==> src/rtl/ac97_pwr_pkg.sv <==
package ac97_pwr_pkg;

  typedef enum logic [2:0] {
    PS_COLD,       // link reset held
    PS_START,      // counting to bit clock start
    PS_WAIT_SYNC,  // clock running, waiting for first SYNC
    PS_READY_CNT,  // counting to codec ready
    PS_RUN,        // normal operation
    PS_PDN_CNT,    // powerdown accepted, clock still running
    PS_DOWN,       // clock stopped, measuring SYNC pulses
    PS_RESTART     // warm reset seen, delayed restart
  } pwr_state_t;

  function automatic logic state_clk_on(pwr_state_t s);
    return (s == PS_WAIT_SYNC) || (s == PS_READY_CNT) ||
           (s == PS_RUN) || (s == PS_PDN_CNT);
  endfunction

  function automatic logic state_ready(pwr_state_t s);
    return (s == PS_RUN) || (s == PS_PDN_CNT) ||
           (s == PS_DOWN) || (s == PS_RESTART);
  endfunction

endpackage

==> src/rtl/ac97_sync_bit.sv <==
module ac97_sync_bit #(
  parameter int   STAGES  = 2,
  parameter logic RST_VAL = 1'b0
) (
  input  logic clk,
  input  logic rst,
  input  logic d,
  output logic q
);

  logic [STAGES-1:0] chain;

  generate
    for (genvar i = 0; i < STAGES; i++) begin : g_stage
      always_ff @(posedge clk) begin
        if (rst) begin
          chain[i] <= RST_VAL;
        end else if (i == 0) begin
          chain[i] <= d;
        end else begin
          chain[i] <= chain[(i == 0) ? 0 : i-1];
        end
      end
    end
  endgenerate

  assign q = chain[STAGES-1];

endmodule

==> src/rtl/ac97_span_timer.sv <==
module ac97_span_timer #(
  parameter int WIDTH = 8
) (
  input  logic             clk,
  input  logic             rst,
  input  logic             clr,
  output logic [WIDTH-1:0] count
);

  localparam logic [WIDTH-1:0] TOP = '1;

  always_ff @(posedge clk) begin
    if (rst || clr) begin
      count <= '0;
    end else if (count != TOP) begin
      count <= count + 1'b1;
    end
  end

endmodule

==> src/rtl/ac97_link_pwr_seq.sv <==
module ac97_link_pwr_seq
  import ac97_pwr_pkg::*;
#(
  parameter int SYNC_STAGES   = 2,
  parameter int CLK_START_CYC = 4000,
  parameter int READY_CYC     = 6250,
  parameter int PDN_DELAY_CYC = 28,
  parameter int WARM_MIN_CYC  = 100,
  parameter int RESTART_CYC   = 26
) (
  input  logic clk,
  input  logic rst,
  input  logic link_rst_n,
  input  logic sync_in,
  input  logic pdn_req,
  output logic bclk_en,
  output logic sdin_force_low,
  output logic codec_ready,
  output logic pdn_clear
);

  localparam int MAX_AB  = (CLK_START_CYC > READY_CYC) ? CLK_START_CYC : READY_CYC;
  localparam int MAX_CD  = (PDN_DELAY_CYC > WARM_MIN_CYC) ? PDN_DELAY_CYC : WARM_MIN_CYC;
  localparam int MAX_ABC = (MAX_AB > MAX_CD) ? MAX_AB : MAX_CD;
  localparam int MAX_ALL = (MAX_ABC > RESTART_CYC) ? MAX_ABC : RESTART_CYC;
  localparam int CNT_W   = $clog2(MAX_ALL + 2) + 1;

  localparam logic [CNT_W-1:0] LIM_START   = CNT_W'(CLK_START_CYC - 1);
  localparam logic [CNT_W-1:0] LIM_READY   = CNT_W'(READY_CYC - 1);
  localparam logic [CNT_W-1:0] LIM_PDN     = CNT_W'(PDN_DELAY_CYC - 1);
  localparam logic [CNT_W-1:0] LIM_WARM    = CNT_W'(WARM_MIN_CYC);
  localparam logic [CNT_W-1:0] LIM_RESTART = CNT_W'(RESTART_CYC - 1);

  logic             rst_n_s;
  logic             sync_s;
  logic             sync_q;
  logic             cnt_clr;
  logic [CNT_W-1:0] cnt;
  pwr_state_t       state_q;
  pwr_state_t       state_d;

  ac97_sync_bit #(.STAGES(SYNC_STAGES), .RST_VAL(1'b0)) u_rst_sync (
    .clk (clk),
    .rst (rst),
    .d   (link_rst_n),
    .q   (rst_n_s)
  );

  ac97_sync_bit #(.STAGES(SYNC_STAGES), .RST_VAL(1'b0)) u_frame_sync (
    .clk (clk),
    .rst (rst),
    .d   (sync_in),
    .q   (sync_s)
  );

  ac97_span_timer #(.WIDTH(CNT_W)) u_timer (
    .clk   (clk),
    .rst   (rst),
    .clr   (cnt_clr),
    .count (cnt)
  );

  always_comb begin
    state_d = state_q;
    if (!rst_n_s) begin
      state_d = PS_COLD;
    end else begin
      unique case (state_q)
        PS_COLD:      state_d = PS_START;
        PS_START:     if (cnt >= LIM_START) state_d = PS_WAIT_SYNC;
        PS_WAIT_SYNC: if (sync_s && !sync_q) state_d = PS_READY_CNT;
        PS_READY_CNT: if (cnt >= LIM_READY) state_d = PS_RUN;
        PS_RUN:       if (pdn_req) state_d = PS_PDN_CNT;
        PS_PDN_CNT:   if (cnt >= LIM_PDN) state_d = PS_DOWN;
        PS_DOWN:      if (!sync_s && sync_q && (cnt >= LIM_WARM)) state_d = PS_RESTART;
        PS_RESTART:   if (cnt >= LIM_RESTART) state_d = PS_RUN;
        default:      state_d = PS_COLD;
      endcase
    end
  end

  // Timer restarts on every state change; while powered down it measures
  // only the current SYNC high pulse.
  assign cnt_clr = (state_d != state_q) || ((state_q == PS_DOWN) && !sync_s);

  always_ff @(posedge clk) begin
    if (rst) begin
      state_q        <= PS_COLD;
      sync_q         <= 1'b0;
      bclk_en        <= 1'b0;
      sdin_force_low <= 1'b1;
      codec_ready    <= 1'b0;
      pdn_clear      <= 1'b0;
    end else begin
      state_q        <= state_d;
      sync_q         <= sync_s;
      bclk_en        <= state_clk_on(state_d);
      sdin_force_low <= !state_clk_on(state_d);
      codec_ready    <= state_ready(state_d);
      pdn_clear      <= (state_q == PS_RESTART) && (state_d == PS_RUN);
    end
  end

endmodule

==> config.mk <==
export PLATFORM = sky130hd
export DESIGN_NAME = ac97_link_pwr_seq
export DESIGN_NICKNAME = d
export VERILOG_FILES = /design/src/rtl/ac97_pwr_pkg.sv /design/src/rtl/ac97_sync_bit.sv /design/src/rtl/ac97_span_timer.sv /design/src/rtl/ac97_link_pwr_seq.sv
export SDC_FILE = /design/constraint.sdc
export NUM_CORES = 1
export LEC_CHECK = 0
export BUFFER_PORTS_ARGS = -buffer_cell sky130_fd_sc_hd__buf_2
export CORE_MARGIN = 4
export CORE_UTILIZATION = 45
export CTS_CLUSTER_DIAMETER = 100
export DETAILED_ROUTE_END_ITERATION = 12
export HOLD_SLACK_MARGIN = 0.1
export PLACE_DENSITY_LB_ADDON = 0.08
export SETUP_SLACK_MARGIN = 0.2
export SLEW_MARGIN = 30
export SYNTH_ARGS = -nofsm -noshare
export SYNTH_HDL_FRONTEND = slang
export SYNTH_HIERARCHICAL = 1
export SYNTH_SLANG_ARGS = --single-unit
==> constraint.sdc <==
create_clock -name clk -period 7.6 [get_ports clk]
set_clock_uncertainty 0.05 [all_clocks]
set_input_delay 2.28 -clock clk [delete_from_list [all_inputs] [get_ports clk]]
set_output_delay 2.28 -clock clk [all_outputs]
set_load 0.005 [all_outputs]
# Word-level counts from Yosys, hierarchy flattened
# Cells that the tools add are included.
# op_classes
n_addsub	1
order_cmp	5
eq_ne	15
n_mux	9
n_reduce_logical	17
# ops
cell	n
$ge 14x5->1 const B	2
$eq 3x3->1 const B	8
$mux 3	8
$pmux 3 s8	1
$add 14x1->14 const B	1
$ge 14x12->1 const B	1
$ge 14x13->1 const B	1
$ge 14x7->1 const B	1
$ne 14x14->1 const B	1
$eq 3x2->1 const B	4
$logic_or 1x1->1	8
$logic_and 1x1->1	5
$eq 3x1->1 const B	1
$logic_not 1->1	3
$logic_not 3->1	1
$ne 3x3->1	1
# word_totals
register_bits	26
output_inout_bits	4
wordCells	58

# Longest topological paths before layout
# Gate-level depths: netlist of run 1.
# depth
ltp_word	11
ltp_mapped	11
mapped_depth_nobuf	9

# Cells and area by module
# Netlist of run 1, hierarchy kept.
# by_module_without_submodules
mod	instances	cells_each	area_each_um2	seq_area_each_um2
ac97_span_timer	1	86	774.5	280.3
ac97_link_pwr_seq	1	77	611.8	160.2
ac97_sync_bit	2	4	52.6	40.0

# Worst setup path before layout of run 1
# Ideal clock, no wire load.
# synth_path
path_kind	input port to flip-flop
from	input pdn_req
to	register u_timer.count[9]
setup_ns	0.058
arrival_ns	4.013
required_ns	7.492
slack_ns	3.479
stages	10
path_buffers	2
path_cell_list	nand2b_1 a22o_1 o211ai_1 nand2_1 a311o_1 or2_1 buf_1 clkbuf_1 a211oi_1 a31o_2
# synth_between
elab_chain_len	6
# synth_lines
element	line_no	rtl
start, declared	ac97_link_pwr_seq.sv:15	input logic pdn_req,
$mux 3	ac97_link_pwr_seq.sv:73	PS_RUN: if (pdn_req) state_d = PS_PDN_CNT;
$pmux 3 s8	ac97_link_pwr_seq.sv:68	unique case (state_q)
$mux 3	ac97_link_pwr_seq.sv:65	if (!rst_n_s) begin
$ne 3x3->1	ac97_link_pwr_seq.sv:84	assign cnt_clr = (state_d != state_q) || ((state_q == PS_DOWN) && !sync_s);
$logic_or 1x1->1	ac97_link_pwr_seq.sv:84	
named net cnt_clr	ac97_link_pwr_seq.sv:37	logic cnt_clr;
$logic_or 1x1->1	ac97_span_timer.sv:13	if (rst || clr) begin
end signal, assigned	ac97_span_timer.sv:16	count <= count + 1'b1;
end, declared	ac97_span_timer.sv:7	output logic [WIDTH-1:0] count
# The timed path passes the listed nets, and every way through them passes these cells.
# A chain may end at the register's enable or synchronous reset.

# Worst setup path in the final report of run 1
# Same ends and word-level chain as after synthesis.

==> results of run 1 <==
-- synthesized netlist by cell type, types with 3 or more instances --
cell type / n / area [um^2]
sky130_fd_sc_hd__nor2_1: 21 / 78.8
sky130_fd_sc_hd__dfxtp_1: 26 / 521
sky130_fd_sc_hd__nand4_2: 3 / 37.5
sky130_fd_sc_hd__xnor2_1: 6 / 52.6
sky130_fd_sc_hd__a31o_2: 3 / 26.3
sky130_fd_sc_hd__nor3_1: 5 / 25.0
sky130_fd_sc_hd__nand2_1: 12 / 45.0
sky130_fd_sc_hd__inv_1: 4 / 15.0
sky130_fd_sc_hd__nor2b_1: 6 / 37.5
sky130_fd_sc_hd__a21oi_1: 5 / 25.0
sky130_fd_sc_hd__buf_2: 4 / 20.0
sky130_fd_sc_hd__o21ai_0: 3 / 15.0
sky130_fd_sc_hd__nor4_1: 3 / 18.8
sky130_fd_sc_hd__nand2b_1: 3 / 18.8
sky130_fd_sc_hd__a31oi_1: 5 / 31.3
sky130_fd_sc_hd__nand3_1: 9 / 45.0
sky130_fd_sc_hd__o211ai_1: 3 / 22.5
sky130_fd_sc_hd__a41oi_1: 3 / 26.3
sky130_fd_sc_hd__and4_1: 3 / 26.3
sky130_fd_sc_hd__o21ai_1: 3 / 15.0
-- worst min path at each step --
| stage | from | end | cells after the start |
|---|---|---|---|
| 6_report | u_frame_sync/chain[0]$_SDFF_PP0_ | u_frame_sync/q$_SDFF_PP0_ | 1 |
| 3_3_place_gp | u_frame_sync/chain[0]$_SDFF_PP0_ | u_frame_sync/q$_SDFF_PP0_ | 1 |
| 5_1_grt | u_frame_sync/chain[0]$_SDFF_PP0_ | u_frame_sync/q$_SDFF_PP0_ | 1 |
| 4_1_cts | u_frame_sync/chain[0]$_SDFF_PP0_ | u_frame_sync/q$_SDFF_PP0_ | 1 |
| 2_1_floorplan | u_frame_sync/chain[0]$_SDFF_PP0_ | u_frame_sync/q$_SDFF_PP0_ | 1 |
| 3_5_place_dp | u_frame_sync/chain[0]$_SDFF_PP0_ | u_frame_sync/q$_SDFF_PP0_ | 1 |
-- area by class of cell --
cell class / instances / share of cell area
clock buffers: 3 / 0.0142
flip-flops and latches: 26 / 0.328
well taps: 44 / 0.0346
multi-input cells: 132 / 0.570
repair buffers: 8 / 0.0252
inverters: 4 / 0.00945
clock inverters: 1 / 0.0189
-- registers in the layout, indices dropped and copies added, names as in the netlist --
name	flops
sdin_force_low	1
codec_ready	1
sync_q	1
u_rst_sync/chain	1
u_timer/count	14
pdn_clear	1
state_q	3
u_frame_sync/chain	1
u_frame_sync/q	1
bclk_en	1
u_rst_sync/q	1
-- kinds of logic after synthesis --
family | Yosys count | synth area share
AO/OA/AOI/OAI | 43 | 0.232
XOR/XNOR | 6 | 0.0352
adder cells (fa/ha/maj) | 1 | 0.00839
buffers and inverters | 13 | 0.0436
flip-flops | 26 | 0.349
multiplexers | 2 | 0.0134
AND/OR/NAND/NOR | 80 | 0.318
-- critical path, delay by kind of cell --
kind	cells	cell delay, ns
AND/OR/NAND/NOR	3	0.60
AO/OA/AOI/OAI	5	1.14
buffers and inverters	1	0.09
-- per-stage QoR --
step	cells	worst slack, ns	area, um^2	hold slack [ns]
floorplan	171	3.48	1490	0.364
global placement	214	3.41	1540	0.367
detailed placement	214	3.34	1540	0.377
CTS	218	3.69	1590	0.408
global route	218	3.58	1590	0.418
finish	218	3.70	1590	0.407
-- per-layer routing --
metal	vias to the layer above	routed length, um
met5	-	0
met4	0	43
met3	5	142
met2	36	1450
met1	627	1530
li1	650	-
-- where the power goes --
group / total [mW] / internal, mW / leakage, nW / switching [mW]
sequential: 0.143 / 0.139 / 0.211 / 0.00430
combinational: 0.0119 / 0.00522 / 0.312 / 0.00670
clock: 0.0949 / 0.0534 / 0.0279 / 0.0415
total: 0.250 / 0.197 / 0.550 / 0.0525
==> metrics.log, run 1 <==
INFO  metric yosys_most_used_dff = sky130_fd_sc_hd__dfxtp_1
INFO  metric clock.fmax = roughly 260 MHz
INFO  metric grt_max_degree = 16
INFO  metric synth-warning-count = 6
INFO  metric postCtsSetupBuffers = 0
INFO  metric ioPinCount = 9
INFO  metric drt_iter0_drc = 87
INFO  metric cts_num_sinks = 26
INFO  metric cp_data_arrival_time = about 4.1 ns
INFO  metric fp-row-count = 20
INFO  metric post_synthesis_async_set_or_reset_flop_share = 0
INFO  metric critical_path.endpoint = u_timer/count[9]$_SDFFE_PP0P_
INFO  metric dr.pass1.iters = 4
INFO  metric ff_latch_area = 520 um^2
INFO  metric total_power = 250 uW
INFO  metric grt_antenna_before_repair = 0
INFO  metric core_area = roughly 3100 um^2
INFO  metric met1_usage = 0.221
INFO  metric hpwlAfterDp = 2340 um
INFO  metric layout.nets = ~180
INFO  metric vdd_drop_max = ~0.08 mV
INFO  metric cp_launch_type = input port
INFO  metric mappedNetlistArea = 1490 um^2
INFO  metric synth.yosys.seq_area_share = 0.349
INFO  metric global_routing_met3_resource_utilization = 0.0274
INFO  metric grt_usage = 0.162
INFO  metric critical_path.reg2reg.startpoint = u_timer/count[13]$_SDFFE_PP0P_
INFO  metric clkLatencyLatePin = about 0.33 ns
INFO  metric rrSetupSlack = ~4.8 ns
INFO  metric layout_filler_cell_count = a little over 300
INFO  metric layout_common_cells = sky130_fd_sc_hd__dfxtp_1 (26), sky130_fd_sc_hd__nor2_1 (21), sky130_fd_sc_hd__nand2_1 (12)
INFO  metric postSynthCellCount = ~170
INFO  metric critical_path.startpoint = pdn_req
INFO  metric drt.antenna.violating_nets = 0
INFO  metric avgRoutedWirePerCell = between 10 and 15 um
INFO  metric route.detailed.drc = 0
INFO  metric total_cts_buffers = 3
INFO  metric cp_cell_sequence = buf_2 > nand2b_1 > a22o_1 > o211ai_1 > nand2_1 > a311o_1 > or2_1 > a211oi_1 > a31o_2
INFO  metric antenna_cells = 0
INFO  metric max-cap-violations = 0
INFO  metric global_route.usage.met2 = 0.259
INFO  metric timing.final.setup_violations = 0
INFO  metric run_status = completed
INFO  metric tritoncts = built
INFO  metric final_common_cell = sky130_fd_sc_hd__dfxtp_1
INFO  metric r2r-end = u_timer/count[9]$_SDFFE_PP0P_
INFO  metric timing_max_transition_violations_final = 0
INFO  metric start_util = 0.481
INFO  metric number_of_cells_traversed_by_the_worst_register_to_register_path = 8
INFO  metric layout.core_utilization = 0.512
INFO  metric first_pass_grt_wire_length = roughly 5500 um
INFO  metric grt.busiest_layer = met2
INFO  metric portBuffers = 8
INFO  metric finalHoldViolations = 0
INFO  metric cts_root_buf = sky130_fd_sc_hd__clkbuf_4
INFO  metric worst-setup-path-type = in2reg
INFO  metric postCtsResizedCells = 0
INFO  metric global_route.overflow_total = 0
INFO  metric critical_path.slowest_cell = sky130_fd_sc_hd__or2_1
INFO  metric postSynthNetCount = roughly 180
INFO  metric gpl.final_weighted_congestion = 0.796
INFO  metric fin_crit_sh = 0.513
INFO  metric end_kind = flip-flop
INFO  metric clk_pin_slew = between 0.1 and 0.15 ns
INFO  metric rsz0062_at_grt = no
INFO  metric vias = roughly 1,300
INFO  metric routed_wire_length = around 3200 um
INFO  metric peak_per_stage_delay_on_the_critical_path = between 0.4 and 0.5 ns
INFO  metric p_leak = 0.550 nW
INFO  metric worst_case_headroom_to_the_max_slew_limit = 0.582
INFO  metric critPathMaxFanout = 14
INFO  metric floorplan.die_area = between 4000 and 5000 um^2
INFO  metric cts_hold_buffers = 0
INFO  metric critical_path_required = between 7 and 8 ns
INFO  metric fin_tns_setup = 0 ns
INFO  metric die_y = roughly 66 um
INFO  metric p_per_area = between 150 and 200 nW/um^2
INFO  metric final_layout_size_suffix_gt1_frac = 0.144
INFO  metric synth_enable_flop_cells = 0
INFO  metric vias_in_the_first_global_route = ~1,200
INFO  metric cts.path.max_buffers = 2
INFO  metric worstMarginPinSlew = between 0.6 and 0.7 ns
INFO  metric multiInputGateArea = roughly 900 um^2
INFO  metric min_period = 3.90 ns
INFO  metric die_w = around 66 um
INFO  metric layout-area-overhead-vs-synth = 6.54%
INFO  metric cts.htree.levels = 1
INFO  metric syn_avg_cell_area = a little under 9 um^2
INFO  metric drt-vias-per-instance = 6.05
INFO  metric yosys.cell_types.count = 55
INFO  metric postSynthRegisterBits = 26
INFO  metric timing.hold.worst.class = reg2reg
No activity file was read; power rests on OpenSTA's default activity.
==> run 2: changes to the inputs <==
- clock period: 7.6 -> 3.6 ns (I/O delays scaled with it)
==> run 2 against run 1 <==
  * Wire length is 1.8% lower
  * Final cell count stayed put
  * Register-to-register slack worse by 4.0 ns
  * Power is 110% higher
  * Sequential share of layout area stayed put
  * Clock power is 110% higher
  * Clock-buffer cell count stayed put
  * First-iteration DRC count is 30% lower
==> metrics.log, run 2 (same netlist as run 1, synthesis figures left out) <==
INFO  metric cts.path.max_buffers = 2
INFO  metric postCtsResizedCells = 0
INFO  metric clock.fmax = approximately 360 MHz
INFO  metric drt-vias-per-instance = a little under 6
INFO  metric critPathMaxFanout = 14
INFO  metric setup_slack = about 0.83 ns
INFO  metric rsz0062_at_grt = no
INFO  metric postCtsSetupBuffers = 0
INFO  metric p_leak = 0.550 nW
INFO  metric hold_end = u_frame_sync/q$_SDFF_PP0_
INFO  metric peak_per_stage_delay_on_the_critical_path = between 0.5 and 0.6 ns
INFO  metric grt_max_degree = 16
INFO  metric vias_in_the_first_global_route = about 1,200
INFO  metric timing.hold.worst.class = reg2reg
INFO  metric critical_path_required = 3.83 ns
INFO  metric layout.nets = 181
INFO  metric worst-setup-path-type = reg2reg
INFO  metric p_per_area = ~330 nW/um^2
INFO  metric die_w = between 60 and 70 um
INFO  metric die_y = approximately 66 um
INFO  metric fin_tns_setup = 0 ns
INFO  metric max-cap-violations = 0
INFO  metric portBuffers = 8
INFO  metric worst_case_headroom_to_the_max_slew_limit = 0.588
INFO  metric r2r-end = u_timer/count[9]$_SDFFE_PP0P_
INFO  metric layout_common_cells = sky130_fd_sc_hd__dfxtp_1 (26), sky130_fd_sc_hd__nor2_1 (21), sky130_fd_sc_hd__nand2_1 (12)
INFO  metric cts_root_buf = sky130_fd_sc_hd__clkbuf_4
INFO  metric timing.final.setup_violations = 0
INFO  metric largest_reg_flops = 14
INFO  metric critical_path_buf_inv_count = 0
INFO  metric route.detailed.drc = 0
INFO  metric drt_iter0_drc = ~60
INFO  metric vias = 1,294
INFO  metric tritoncts = built
INFO  metric cts.htree.levels = 1
INFO  metric floorplan.die_area = ~4300 um^2
INFO  metric start_util = 0.481
INFO  metric reg_top3 = u_timer/count x14, state_q x3
INFO  metric ioPinCount = 9
INFO  metric total_cts_buffers = 3
INFO  metric drt.antenna.violating_nets = 0
INFO  metric dr.pass1.iters = 4
INFO  metric antenna_cells = 0
INFO  metric regMostFlops = u_timer/count
INFO  metric final_layout_size_suffix_gt1_frac = 0.144
INFO  metric cp_data_arrival_time = 3.00 ns
INFO  metric min_period = about 2.8 ns
INFO  metric place_ws = ~0.57 ns
INFO  metric min-delay-start = u_frame_sync/chain[0]$_SDFF_PP0_
INFO  metric grt_antenna_before_repair = 0
INFO  metric final_common_cell = sky130_fd_sc_hd__dfxtp_1
INFO  metric layout-area-overhead-vs-synth = 6.54%
INFO  metric rrSetupSlack = slightly above 0.8 ns
INFO  metric fin_crit_sh = 0.770
INFO  metric vdd_drop_max = 0.191 mV
INFO  metric cts_num_sinks = 26
INFO  metric cp_cell_sequence = nor4_4 > nand4_2 > a31oi_1 > o21ai_1 > a311o_1 > or2_1 > a211oi_1 > a31o_2
INFO  metric first_pass_grt_wire_length = 5530 um
INFO  metric global_route.overflow_total = 0
INFO  metric run_status = completed
INFO  metric critical_path.slowest_cell = sky130_fd_sc_hd__dfxtp_1
INFO  metric critical_path.startpoint = u_timer/count[13]$_SDFFE_PP0P_
INFO  metric grt_usage = 0.158
INFO  metric cpLargestDelayFamily = compound AO/OA/AOI/OAI gates
INFO  metric fp-row-count = 20
INFO  metric clk_pin_slew = 0.14 ns
INFO  metric hpwlAfterDp = around 2300 um
INFO  metric number_of_cells_traversed_by_the_worst_register_to_register_path = 8
INFO  metric end_kind = flip-flop
INFO  metric gpl.final_weighted_congestion = ~0.8
INFO  metric clkLatencyLatePin = 0.32 ns
INFO  metric avgRoutedWirePerCell = 14.3 um
INFO  metric cp_launch_type = flip-flop
INFO  metric routed_wire_length = around 3100 um
INFO  metric core_area = between 3000 and 4000 um^2
INFO  metric hold-path-cell-count = 1
INFO  metric cts_hold_buffers = 0
INFO  metric critical_path.reg2reg.startpoint = u_timer/count[13]$_SDFFE_PP0P_
INFO  metric timing_max_transition_violations_final = 0
INFO  metric finalHoldViolations = 0
INFO  metric critical_path_cell_count = 8
INFO  metric worstMarginPinSlew = between 0.6 and 0.7 ns
==> run 2: cell counts in the layout (fill, tap and decap cells not counted) <==
No cell type changed its count.
==> run 2: where the power goes <==
group | internal (mW) | switching [mW] | total [mW]
logic | 0.0110 | 0.0144 | 0.0254
clock network | 0.113 | 0.0864 | 0.199
registers | 0.293 | 0.00907 | 0.302
total | 0.417 | 0.110 | 0.527
==> run 2: layer usage <==
metal | share of wire | track usage
met2 | 0.45 | 0.245
met1 | 0.51 | 0.223
met5 | 0 | 0
met3 | 0.037 | 0.0256
met4 | 0.0048 | 0.0518
==> run 2: how the worst max path moves through the flow <==
stage | end | slack [ns]
6_report | u_timer/count[9]$_SDFFE_PP0P_ | 0.83
4_1_cts | u_timer/count[9]$_SDFFE_PP0P_ | 0.84
5_1_grt | u_timer/count[5]$_SDFFE_PP0P_ | 0.63
2_1_floorplan | u_timer/count[9]$_SDFFE_PP0P_ | 0.68
3_5_place_dp | u_timer/count[9]$_SDFFE_PP0P_ | 0.57
3_3_place_gp | u_timer/count[5]$_SDFFE_PP0P_ | 0.61
==> run 2: cell type report <==
class                      instances  area [um^2]
multi-input combinational        132          906
sequential                        26          520
fill                             303         1510
timing repair buffer               8         40.0
inverter                           4         15.0
clock inverter                     1         30.0
clock buffer                       3         22.5
tap                               44         55.1
==> run 2: through the flow <==
| step | std cells | area (um^2) | total power [mW] | utilization | hold WS [ns] |
|---|---|---|---|---|---|
| 2_1_floorplan | 171 | 1490 | 0.325 | - | 0.364 |
| 3_3_place_gp | 214 | 1540 | 0.332 | 0.495 | 0.367 |
| 3_5_place_dp | 214 | 1540 | 0.334 | 0.495 | 0.377 |
| 4_1_cts | 218 | 1590 | 0.534 | 0.512 | 0.408 |
| 5_1_grt | 218 | 1590 | 0.549 | 0.512 | 0.417 |
| 6_report | 218 | 1590 | 0.527 | 0.512 | 0.406 |
==> run 3: changes to the inputs <==
- clock period: 3.6 -> 2.4 ns (I/O delays scaled with it)
==> run 3 against run 2 <==
  * Clock-buffer cell count unchanged
  * Final cell count increased by 19%
  * Combinational power increased to 3.3 times the previous value
  * Design area increased by 29%
  * First-iteration DRC count increased by 64%
  * Maximum frequency increased by 13%
  * Critical endpoint is now u_timer/count[12]$_SDFFE_PP0P_
  * Wire length increased by 30%
  * Sequential share of layout area decreased by 7.1 points
  * Worst hold slack got worse by 0.0058 ns
  * Die area unchanged
  * Largest power group unchanged
  * Worst setup slack got worse by 0.89 ns
  * Highest routed layer unchanged
  * The flow now finishes with violations (negative setup slack)
==> metrics.log, run 3 (same netlist as run 1, synthesis figures left out) <==
INFO  metric fin_crit_sh = 1.02
INFO  metric final_layout_size_suffix_gt1_frac = 0.405
INFO  metric worstMarginPinSlew = slightly below 0.5 ns
INFO  metric drt_iter0_drc = 100
INFO  metric finalHoldViolations = 0
INFO  metric worst_hold_slack = ~0.40 ns
INFO  metric timing_max_transition_violations_final = 0
INFO  metric clk_pin_slew = between 0.1 and 0.15 ns
INFO  metric violations_in_the_final_reports = negative setup slack
INFO  metric critical_path_required = 2.61 ns
INFO  metric min_period = 2.46 ns
INFO  metric hold-path-cell-count = 1
INFO  metric largest_reg_flops = 14
INFO  metric fin_tns_setup = -0.263 ns
INFO  metric place_ws = -0.131 ns
INFO  metric gpl.final_weighted_congestion = around 0.83
INFO  metric setup_slack = -0.0573 ns
INFO  metric p_leak = between 0.7 and 0.8 nW
INFO  metric start_util = 0.481
INFO  metric global_route.overflow_total = 0
INFO  metric max-cap-violations = 0
INFO  metric critical_path_cell_count = 10
INFO  metric numPlacedInstances = ~240
INFO  metric regMostFlops = u_timer/count
INFO  metric timing.final.setup_violations = 10
INFO  metric fp-row-count = 20
INFO  metric critical_path.most_common_cell = sky130_fd_sc_hd__buf_4
INFO  metric vias = about 1,500
INFO  metric cp_cell_sequence = nor4_4 > buf_4 > o21ai_4 > o32ai_2 > nand3_1 > a311o_1 > buf_4 > or2_4 > buf_4 > nor3_4
INFO  metric grt_max_degree = 14
INFO  metric final_area = about 2000 um^2
INFO  metric first_pass_grt_wire_length = 6710 um
INFO  metric critical_path_buf_inv_count = 3
INFO  metric layout_common_cells = sky130_fd_sc_hd__buf_4 (32), sky130_fd_sc_hd__dfxtp_1 (24), sky130_fd_sc_hd__nor2_1 (13)
INFO  metric number_of_cells_traversed_by_the_worst_register_to_register_path = 10
INFO  metric min-delay-start = u_rst_sync/chain[0]$_SDFF_PP0_
INFO  metric ff_latch_area = ~530 um^2
INFO  metric cts_root_buf = sky130_fd_sc_hd__clkbuf_4
INFO  metric die_w = roughly 66 um
INFO  metric rrSetupSlack = -0.06 ns
INFO  metric cpLargestDelayFamily = simple AND/OR/NAND/NOR gates
INFO  metric grt_usage = 0.198
INFO  metric layout.core_utilization = 0.660
INFO  metric floorplan.die_area = between 4000 and 5000 um^2
INFO  metric drt-vias-per-instance = about 5.9
INFO  metric timing.hold.worst.class = reg2reg
INFO  metric cts.htree.levels = 1
INFO  metric peak_per_stage_delay_on_the_critical_path = between 0.3 and 0.4 ns
INFO  metric ioPinCount = 9
INFO  metric vdd_drop_max = roughly 0.4 mV
INFO  metric tritoncts = built
INFO  metric routed_wire_length = 4050 um
INFO  metric critPathMaxFanout = 5
INFO  metric grt_antenna_before_repair = 0
INFO  metric multiInputGateArea = around 1000 um^2
INFO  metric avgRoutedWirePerCell = 15.6 um
INFO  metric end_kind = flip-flop
INFO  metric worst-setup-path-type = reg2reg
INFO  metric layout.nets = 223
INFO  metric total_power = a little over 700 uW
INFO  metric layout_filler_cell_count = 268
INFO  metric final_common_cell = sky130_fd_sc_hd__buf_4
INFO  metric cp_data_arrival_time = ~2.7 ns
INFO  metric portBuffers = 8
INFO  metric clock.fmax = 407 MHz
INFO  metric hpwlAfterDp = 2770 um
INFO  metric post_detailed_placement_cell_area = between 1500 and 2000 um^2
INFO  metric r2r-end = u_timer/count[12]$_SDFFE_PP0P_
INFO  metric reg_top3 = u_timer/count x14, state_q x3
INFO  metric dr.pass1.iters = 4
INFO  metric core_area = around 3100 um^2
INFO  metric rsz0062_at_grt = yes
INFO  metric die_y = roughly 66 um
INFO  metric hold_end = u_rst_sync/q$_SDFF_PP0_
INFO  metric cts_num_sinks = 26
INFO  metric total_cts_buffers = 3
INFO  metric critical_path.slowest_cell = sky130_fd_sc_hd__dfxtp_4
INFO  metric cp_launch_type = flip-flop
INFO  metric p_per_area = ~350 nW/um^2
INFO  metric route.detailed.drc = 0
INFO  metric clkLatencyLatePin = between 0.3 and 0.4 ns
INFO  metric worst_case_headroom_to_the_max_slew_limit = 0.672
INFO  metric run_status = complete, but fails checks
INFO  metric post_layout_nonfiller_instances = 259
INFO  metric layout-area-overhead-vs-synth = 37.3%
INFO  metric cts.path.max_buffers = 2
INFO  metric drt.antenna.violating_nets = 0
INFO  metric vias_in_the_first_global_route = about 1,500
INFO  metric antenna_cells = 0
INFO  metric critical_path.reg2reg.startpoint = u_timer/count[13]$_SDFFE_PP0P_
-- run 3: power breakdown --
group          switching [mW]  leakage, nW  total [mW]  internal [mW]
clock                   0.122       0.0138       0.181         0.0589
sequential            0.00529        0.212       0.444          0.439
combinational          0.0457        0.548      0.0834         0.0377
total                   0.173        0.774       0.708          0.535
-- run 3: timing repair --
action | 4_1_cts | 5_1_grt
hold buffers | 0 | 0
cloned | 1 | 0
pin swaps | 9 | 11
setup endpoints to repair | 14 | 15
buffers inserted | 8 | 4
resized for setup | 8 | 30
-- run 3: cell type report --
type / instances / area share
inverter: 4 / 0.00733
sequential: 26 / 0.257
timing repair buffer: 49 / 0.186
clock buffer: 3 / 0.0110
tap: 44 / 0.0269
multi-input combinational: 133 / 0.512
-- run 3: how the worst max path moves through the flow --
stage                                        start                             end  slack (ns)
floorplan                                  pdn_req   u_timer/count[9]$_SDFFE_PP0P_        0.02
global placement                           pdn_req  u_timer/count[11]$_SDFFE_PP0P_        -0.1
detailed placement                         pdn_req  u_timer/count[11]$_SDFFE_PP0P_       -0.13
CTS                  u_timer/count[8]$_SDFFE_PP0P_  u_timer/count[11]$_SDFFE_PP0P_        0.09
global route        u_timer/count[13]$_SDFFE_PP0P_   u_timer/count[7]$_SDFFE_PP0P_       -0.17
finish              u_timer/count[13]$_SDFFE_PP0P_  u_timer/count[12]$_SDFFE_PP0P_       -0.06
-- run 3: layer usage --
layer / global-route usage / part of all wire / up-vias
met4: 0.0181 / 0.014 / 0
met2: 0.341 / 0.49 / 47
met5: 0 / 0 / -
met3: 0.0496 / 0.056 / 13
met1: 0.259 / 0.44 / 745
li1: - / - / 735
